**config.mk**
```make
export PLATFORM = sky130hd
export DESIGN_NAME = blk_reduce
export DESIGN_NICKNAME = d
export VERILOG_FILES = /design/src/rtl/red_pkg.sv /design/src/rtl/red_fifo.sv /design/src/rtl/red_block_stage.sv /design/src/rtl/red_final_stage.sv /design/src/rtl/blk_reduce.sv
export SDC_FILE = /design/constraint.sdc
export NUM_CORES = 2
export LEC_CHECK = 0
export CAP_MARGIN = 5
export CORE_MARGIN = 2
export CORE_UTILIZATION = 55
export DETAILED_ROUTE_END_ITERATION = 10
export PLACE_DENSITY = 0.74
export SLEW_MARGIN = 20
export SYNTH_ARGS = -nofsm -noshare
export SYNTH_HDL_FRONTEND = slang
export SYNTH_SLANG_ARGS = --single-unit
```
**constraint.sdc**
```tcl
create_clock -name clk_i -period 18.7 [get_ports clk_i]
set_clock_uncertainty 0.2 [all_clocks]
set_input_delay 3.74 -clock clk_i [delete_from_list [all_inputs] [get_ports clk_i]]
set_output_delay 3.74 -clock clk_i [all_outputs]
set_load 0.02 [all_outputs]
```
**src/rtl/red_pkg.sv**
```systemverilog
package red_pkg;
  localparam int unsigned RED_ACC_W = 32;

  typedef logic signed [RED_ACC_W-1:0] acc_t;

  typedef enum logic [1:0] {
    OP_SUM  = 2'b00,
    OP_MIN  = 2'b01,
    OP_MAX  = 2'b10,
    OP_SUM2 = 2'b11
  } red_op_e;

  function automatic acc_t red_ident(red_op_e op);
    case (op)
      OP_MIN:  return {1'b0, {(RED_ACC_W-1){1'b1}}};
      OP_MAX:  return {1'b1, {(RED_ACC_W-1){1'b0}}};
      default: return '0;
    endcase
  endfunction

  function automatic acc_t red_apply(red_op_e op, acc_t a, acc_t b);
    case (op)
      OP_MIN:  return (a < b) ? a : b;
      OP_MAX:  return (a > b) ? a : b;
      default: return a + b;
    endcase
  endfunction
endpackage

```
**src/rtl/red_fifo.sv**
```systemverilog
module red_fifo #(
  parameter int unsigned WIDTH = 32,
  parameter int unsigned DEPTH = 4
) (
  input  logic             clk_i,
  input  logic             rst_ni,
  input  logic             push_i,
  input  logic [WIDTH-1:0] wdata_i,
  input  logic             pop_i,
  output logic [WIDTH-1:0] rdata_o,
  output logic             full_o,
  output logic             empty_o
);
  localparam int unsigned AW = $clog2(DEPTH);

  logic [WIDTH-1:0] mem_q [DEPTH];
  logic [AW-1:0]    wptr_q, rptr_q;
  logic [AW:0]      cnt_q;

  assign full_o  = (cnt_q == (AW+1)'(DEPTH));
  assign empty_o = (cnt_q == '0);
  assign rdata_o = mem_q[rptr_q];

  always_ff @(posedge clk_i) begin
    if (push_i) mem_q[wptr_q] <= wdata_i;
  end

  always_ff @(posedge clk_i or negedge rst_ni) begin
    if (!rst_ni) begin
      wptr_q <= '0;
      rptr_q <= '0;
      cnt_q  <= '0;
    end else begin
      if (push_i) wptr_q <= wptr_q + 1'b1;
      if (pop_i)  rptr_q <= rptr_q + 1'b1;
      case ({push_i, pop_i})
        2'b10:   cnt_q <= cnt_q + 1'b1;
        2'b01:   cnt_q <= cnt_q - 1'b1;
        default: cnt_q <= cnt_q;
      endcase
    end
  end
endmodule

```
**src/rtl/red_block_stage.sv**
```systemverilog
module red_block_stage
  import red_pkg::*;
#(
  parameter int unsigned DATA_W  = 16,
  parameter int unsigned BLK_LEN = 32,
  parameter int unsigned LANES   = 4
) (
  input  logic              clk_i,
  input  logic              rst_ni,
  input  logic              start_i,
  input  logic [1:0]        op_i,
  input  logic              in_valid_i,
  input  logic [DATA_W-1:0] in_data_i,
  input  logic              in_last_i,
  output logic              in_ready_o,
  input  logic              fifo_full_i,
  output logic              push_o,
  output acc_t              partial_o,
  output logic              active_o
);
  localparam int unsigned BLK_W  = $clog2(BLK_LEN);
  localparam int unsigned LANE_W = $clog2(LANES);

  logic             active_q, flush_q, fin_q;
  red_op_e          op_q;
  logic [BLK_W-1:0] cnt_q;
  logic             accept, blk_end;
  logic [LANE_W-1:0] lane_idx;
  acc_t             din_ext;
  acc_t             lane_val [LANES];

  assign in_ready_o = active_q & ~flush_q;
  assign accept     = in_valid_i & in_ready_o;
  assign blk_end    = accept & (in_last_i | (cnt_q == BLK_W'(BLK_LEN-1)));
  assign push_o     = flush_q & ~fifo_full_i;
  assign active_o   = active_q;
  assign lane_idx   = cnt_q[LANE_W-1:0];
  assign din_ext    = {{(RED_ACC_W-DATA_W){in_data_i[DATA_W-1]}}, in_data_i};

  always_ff @(posedge clk_i or negedge rst_ni) begin
    if (!rst_ni) begin
      active_q <= 1'b0;
      flush_q  <= 1'b0;
      fin_q    <= 1'b0;
      cnt_q    <= '0;
      op_q     <= OP_SUM;
    end else if (start_i) begin
      active_q <= 1'b1;
      flush_q  <= 1'b0;
      fin_q    <= 1'b0;
      cnt_q    <= '0;
      op_q     <= red_op_e'(op_i);
    end else begin
      if (accept) cnt_q <= cnt_q + 1'b1;
      if (blk_end) begin
        flush_q <= 1'b1;
        fin_q   <= in_last_i;
      end
      if (push_o) begin
        flush_q <= 1'b0;
        cnt_q   <= '0;
        if (fin_q) active_q <= 1'b0;
      end
    end
  end

  // interleaved lanes: consecutive elements land in different accumulators
  for (genvar l = 0; l < LANES; l++) begin : g_lane
    acc_t acc_q;
    always_ff @(posedge clk_i or negedge rst_ni) begin
      if (!rst_ni)                                acc_q <= '0;
      else if (start_i)                           acc_q <= red_ident(red_op_e'(op_i));
      else if (push_o)                            acc_q <= red_ident(op_q);
      else if (accept && lane_idx == LANE_W'(l))  acc_q <= red_apply(op_q, acc_q, din_ext);
    end
    assign lane_val[l] = acc_q;
  end

  always_comb begin
    partial_o = red_ident(op_q);
    for (int l = 0; l < LANES; l++) partial_o = red_apply(op_q, partial_o, lane_val[l]);
  end
endmodule

```
**src/rtl/red_final_stage.sv**
```systemverilog
module red_final_stage
  import red_pkg::*;
#(
  parameter int unsigned LEN_W = 16,
  parameter int unsigned SLOTS = 4
) (
  input  logic             clk_i,
  input  logic             rst_ni,
  input  logic             start_i,
  input  logic [1:0]       op_i,
  input  logic [LEN_W-1:0] nblk_i,
  input  logic             empty_i,
  input  acc_t             part_i,
  output logic             pop_o,
  output logic             res_valid_o,
  input  logic             res_ready_i,
  output acc_t             res_o,
  output logic             idle_o
);
  localparam int unsigned SLOT_W = $clog2(SLOTS);

  typedef enum logic [1:0] {S2_IDLE, S2_ACC, S2_DONE} phase_e;

  phase_e            phase_q;
  red_op_e           op_q;
  logic [LEN_W-1:0]  nblk_q, got_q;
  logic [SLOT_W-1:0] ptr_q;
  acc_t              slot_q [SLOTS];

  assign pop_o       = (phase_q == S2_ACC) & ~empty_i;
  assign res_valid_o = (phase_q == S2_DONE);
  assign idle_o      = (phase_q == S2_IDLE);

  always_ff @(posedge clk_i or negedge rst_ni) begin
    if (!rst_ni) begin
      phase_q <= S2_IDLE;
      op_q    <= OP_SUM;
      nblk_q  <= '0;
      got_q   <= '0;
      ptr_q   <= '0;
      for (int s = 0; s < SLOTS; s++) slot_q[s] <= '0;
    end else if (start_i) begin
      phase_q <= S2_ACC;
      op_q    <= red_op_e'(op_i);
      nblk_q  <= nblk_i;
      got_q   <= '0;
      ptr_q   <= '0;
      for (int s = 0; s < SLOTS; s++) slot_q[s] <= red_ident(red_op_e'(op_i));
    end else begin
      case (phase_q)
        S2_ACC: if (pop_o) begin
          // rotate slots: each slot sees a new partial only every SLOTS pops
          slot_q[ptr_q] <= red_apply(op_q, slot_q[ptr_q], part_i);
          ptr_q         <= ptr_q + 1'b1;
          got_q         <= got_q + 1'b1;
          if (got_q + 1'b1 == nblk_q) phase_q <= S2_DONE;
        end
        S2_DONE: if (res_ready_i) phase_q <= S2_IDLE;
        default: ;
      endcase
    end
  end

  always_comb begin
    res_o = red_ident(op_q);
    for (int s = 0; s < SLOTS; s++) res_o = red_apply(op_q, res_o, slot_q[s]);
  end
endmodule

```
**src/rtl/blk_reduce.sv**
```systemverilog
module blk_reduce
  import red_pkg::*;
#(
  parameter int unsigned DATA_W     = 16,
  parameter int unsigned LEN_W      = 16,
  parameter int unsigned BLK_LEN    = 32,
  parameter int unsigned LANES      = 4,
  parameter int unsigned FIFO_DEPTH = 4,
  parameter int unsigned SLOTS      = 4
) (
  input  logic                 clk_i,
  input  logic                 rst_ni,
  input  logic                 cfg_valid_i,
  output logic                 cfg_ready_o,
  input  logic [LEN_W-1:0]     cfg_len_i,
  input  logic [1:0]           cfg_op_i,
  input  logic                 in_valid_i,
  output logic                 in_ready_o,
  input  logic [DATA_W-1:0]    in_data_i,
  input  logic                 in_last_i,
  output logic                 res_valid_o,
  input  logic                 res_ready_i,
  output logic [RED_ACC_W-1:0] res_data_o
);
  localparam int unsigned BLK_LOG = $clog2(BLK_LEN);
  localparam int unsigned EXT_W   = LEN_W + 1;

  logic             start, s1_active, s2_idle;
  logic             s1_push, s2_pop, fifo_full, fifo_empty;
  acc_t             s1_partial, fifo_rdata, s2_res;
  logic [EXT_W-1:0] len_round;
  logic [LEN_W-1:0] nblk;

  assign cfg_ready_o = s2_idle & ~s1_active;
  assign start       = cfg_valid_i & cfg_ready_o;
  assign len_round   = EXT_W'(cfg_len_i) + EXT_W'(BLK_LEN-1);
  assign nblk        = LEN_W'(len_round >> BLK_LOG);
  assign res_data_o  = s2_res;

  red_block_stage #(.DATA_W(DATA_W), .BLK_LEN(BLK_LEN), .LANES(LANES)) u_stage1 (
    .clk_i, .rst_ni,
    .start_i     (start),
    .op_i        (cfg_op_i),
    .in_valid_i,
    .in_data_i,
    .in_last_i,
    .in_ready_o,
    .fifo_full_i (fifo_full),
    .push_o      (s1_push),
    .partial_o   (s1_partial),
    .active_o    (s1_active)
  );

  red_fifo #(.WIDTH(RED_ACC_W), .DEPTH(FIFO_DEPTH)) u_fifo (
    .clk_i, .rst_ni,
    .push_i  (s1_push),
    .wdata_i (s1_partial),
    .pop_i   (s2_pop),
    .rdata_o (fifo_rdata),
    .full_o  (fifo_full),
    .empty_o (fifo_empty)
  );

  red_final_stage #(.LEN_W(LEN_W), .SLOTS(SLOTS)) u_stage2 (
    .clk_i, .rst_ni,
    .start_i     (start),
    .op_i        (cfg_op_i),
    .nblk_i      (nblk),
    .empty_i     (fifo_empty),
    .part_i      (fifo_rdata),
    .pop_o       (s2_pop),
    .res_valid_o,
    .res_ready_i,
    .res_o       (s2_res),
    .idle_o      (s2_idle)
  );
endmodule

```
==> results.txt <==
Worst-path clk slew - 60 ps
H-Tree Depth - 2
Post-synth EDFFs - 128
Syn Area/Cell - 7.772 sq um
Final wirelength - 257000 um
Sequential area share after synthesis - 19.67%
Vias in the first global route - 56560
Total GRT Usage - 45.40%
Slowest stage delay, CP - 620 ps
Die width - 329.7 um
Clk sink count - 433
Max Cap Viol - 0
Post-synth top area cell - ha_1
First-pass detailed-route iteration total - 8
Slowest stage cell, crit path - o211ai_1
Hold Crit Start - u_fifo.rptr_q[1]
Via Count - 62630
Outcome - finished clean
Hold Crit Class - reg2reg
Initial DRC count - 10580
Cell area after layout - 63690 sq um
CP arrival - 14520 ps
Post-route setup TNS - 0 ps
Worst Tran Pin Value - 1184 ps
Detail Route Antenna Nets - 0
Fillers - 9609
Rel. slew slack - 20.90%
Most area-consuming cells after synthesis - ha_1 15%, dfrtp_1 13%, a21oi_1 7.8%, edfxtp_1 6.6%, xnor2_1 4.5%
CP Class - reg2out
Crit path required time - 14760 ps
Initial antenna violation count - 9
Top FF cell, synth - dfrtp_1
Detailed Place HPWL - 196700 um
Final period util - 98.70%
Post-DP Area - 60920 sq um
Io pins - 75
Synth cell types - 106
M1 WL - 107300 um
Final critical-path required period - 18460 ps
Core Area - 105300 sq um
IO Port Bufs - 74
Global-route wire length before repair - 373500 um
CP dominant cell by count - buf_4
CTS tree - done
Number of cells produced by synthesis - 7508
Die ar. - 108700 sq um
Share of cells above drive strength 1 - 8.508%
Highest Signal Layer - met5
Yosys reg bits - 433
Syn nets - 8278
Final Max Tran Viols - 0
Die Height - 329.7 um
Crit. End Element - primary output
# rows - 119
Nets - 8199
Latest clock arrival within the worst-skew pair - 700 ps
CTS buffer count - 56
Final Hold Viols - 0
Ys async rst share - 70.44%
Pin count of the biggest net entering global routing - 139
FMAX - 0.05418 GHz
Met3 WL - 40090 um
Total congestion overflow - 0
Cell Area, Synth - 58350 sq um
Synth top area share - 15.40%
Area delta synth->final - 9.147%
Yosys warning total - 0
Util after Layout - 60.50%
Root buf cell - clkbuf_16
Crit-path max FO - 30
Wire length on met2 - 100300 um
Drt drc - 0
Clock Path Buffers - 3
Start point of the critical path - u_stage2.op_q[0]
Wirelength per Cell - 28.99 um
Vias/cell - 7.063
Initial Utilization - 55.43%
Kind of start point of the critical path - register
R2r startpoint - u_stage2.op_q[1]
Setup violators final - 0
Routability cong. - 1.061
[stage by stage]
stage               std cells  hold slack (ps)  setup slack (ps)
floorplan                7508            258.0             762.4
global placement         8737            283.7            -218.8
detailed placement       8737            274.1            -181.0
CTS                      8842            286.6             4.981
global route             8866            303.6            -48.58
finish                   8868            286.4             242.5
[synthesized netlist by cell type (77+ instances only)]
library cell	number
nand2b_1	78
nor2_1	687
xnor2_1	303
o21ai_0	530
o21bai_1	114
dfrtp_1	305
nor3_1	188
ha_1	718
inv_1	575
edfxtp_1	128
o21a_1	117
o22ai_1	77
o211ai_1	80
a31oi_1	122
clkbuf_1	340
mux2i_1	123
a21o_1	77
nor2b_1	92
nand2_1	384
nand3_1	101
a211oi_1	86
a21oi_1	905
nand4_1	82
xor2_1	109
[cells in the final DEF, fill, tap and decap left out, drive strengths merged, types with 28 or more instances in the layout]
master and count:
a211oi 88, a21boi 28, a21o 77, a21oi 907, a221o 37, a221oi 56
a22oi 50, a31oi 122, and2 41, and3 42, buf 237, clkbuf 70
clkdlybuf4s50 68, dfrtp 305, edfxtp 128, ha 718, inv 584, mux2 52
mux2i 123, mux4 64, nand2 385, nand2b 78, nand3 101, nand4 82
nor2 688, nor2b 92, nor3 190, nor4 47, o211ai 82, o21a 117
o21ai 543, o21bai 114, o221ai 57, o22ai 77, o31ai 75, o41ai 28
or3 56, xnor2 303, xor2 109
[registers in the layout, summed over array words and instances, names as in the netlist, 2 cells and up]
name and flops:
u_fifo.mem_q 128, u_stage1.cnt_q 5, u_fifo.wptr_q 2, u_stage2.ptr_q 2, u_stage2.got_q 16, u_fifo.cnt_q 3
u_stage1.g_lane.acc_q 128, u_fifo.rptr_q 2, u_stage2.phase_q 2, u_stage2.slot_q 128, u_stage2.nblk_q 12, u_stage2.op_q 2
[worst max-delay path: cells and delay by family (launching register included)]
family,cells,cell delay [ps]
flops,1,420
simple gates,13,2910
xor+xnor,1,170
buf+inv,12,2570
fa+ha+maj,5,1540
compound gates,21,5370
mux,3,770
[routing by layer]
layer,GRT usage [%],vias up
met3,15.09,579
met5,0,-
met4,13.04,18
met1,66.89,30100
met2,62.13,4509
li1,-,27430
[logic make-up after synthesis]
family                     count (synthesis)  synth area share (%)
AOI/OAI and AO/OA                       2754                 30.28
and+or+nand+nor                         1915                 15.68
buffers and inverters                   1025                 6.799
adders and majority gates                730                 15.81
DFF                                      433                 19.67
xor gates and xnor gates                 412                 6.184
muxes                                    239                 5.584
[worst paths after layout]
path                                           endpoint  slack [ps]  cells after the start
setup reg to reg                    u_fifo.mem_q[3][21]         570                     52
hold reg to reg                        u_fifo.rptr_q[1]         290                      1
min in group asynchronous   u_stage1.g_lane[3].acc_q[5]        2780                      1
max in group asynchronous  u_stage1.g_lane[3].acc_q[20]       14050                      2
hold / removal                         u_fifo.rptr_q[1]         290                      1
setup / recovery                         res_data_o[28]         240                     55
[area by class of cell]
class,instances,area [sq um],area share (%)
clock buffer,69,1543,2.422
sequential,433,11480,18.02
antenna,2,5.005,0.007858
inverter,577,2178,3.420
clock inverter,35,457.9,0.7190
tap,1391,1740,2.733
multi-input combinational,6051,43620,68.49
timing repair buffer,310,2668,4.188
[timing repair]
item,4_1_cts,5_1_grt
endpoints found under the setup margin,32,32
pin swaps,1,20
gates resized for setup,27,96
cloned,0,2
hold buffers,0,0
buffers inserted,1,22
Power is left out: the tool's default activity adds up to more than one toggle a clock period on the data nets, which glitch-free logic cannot reach.
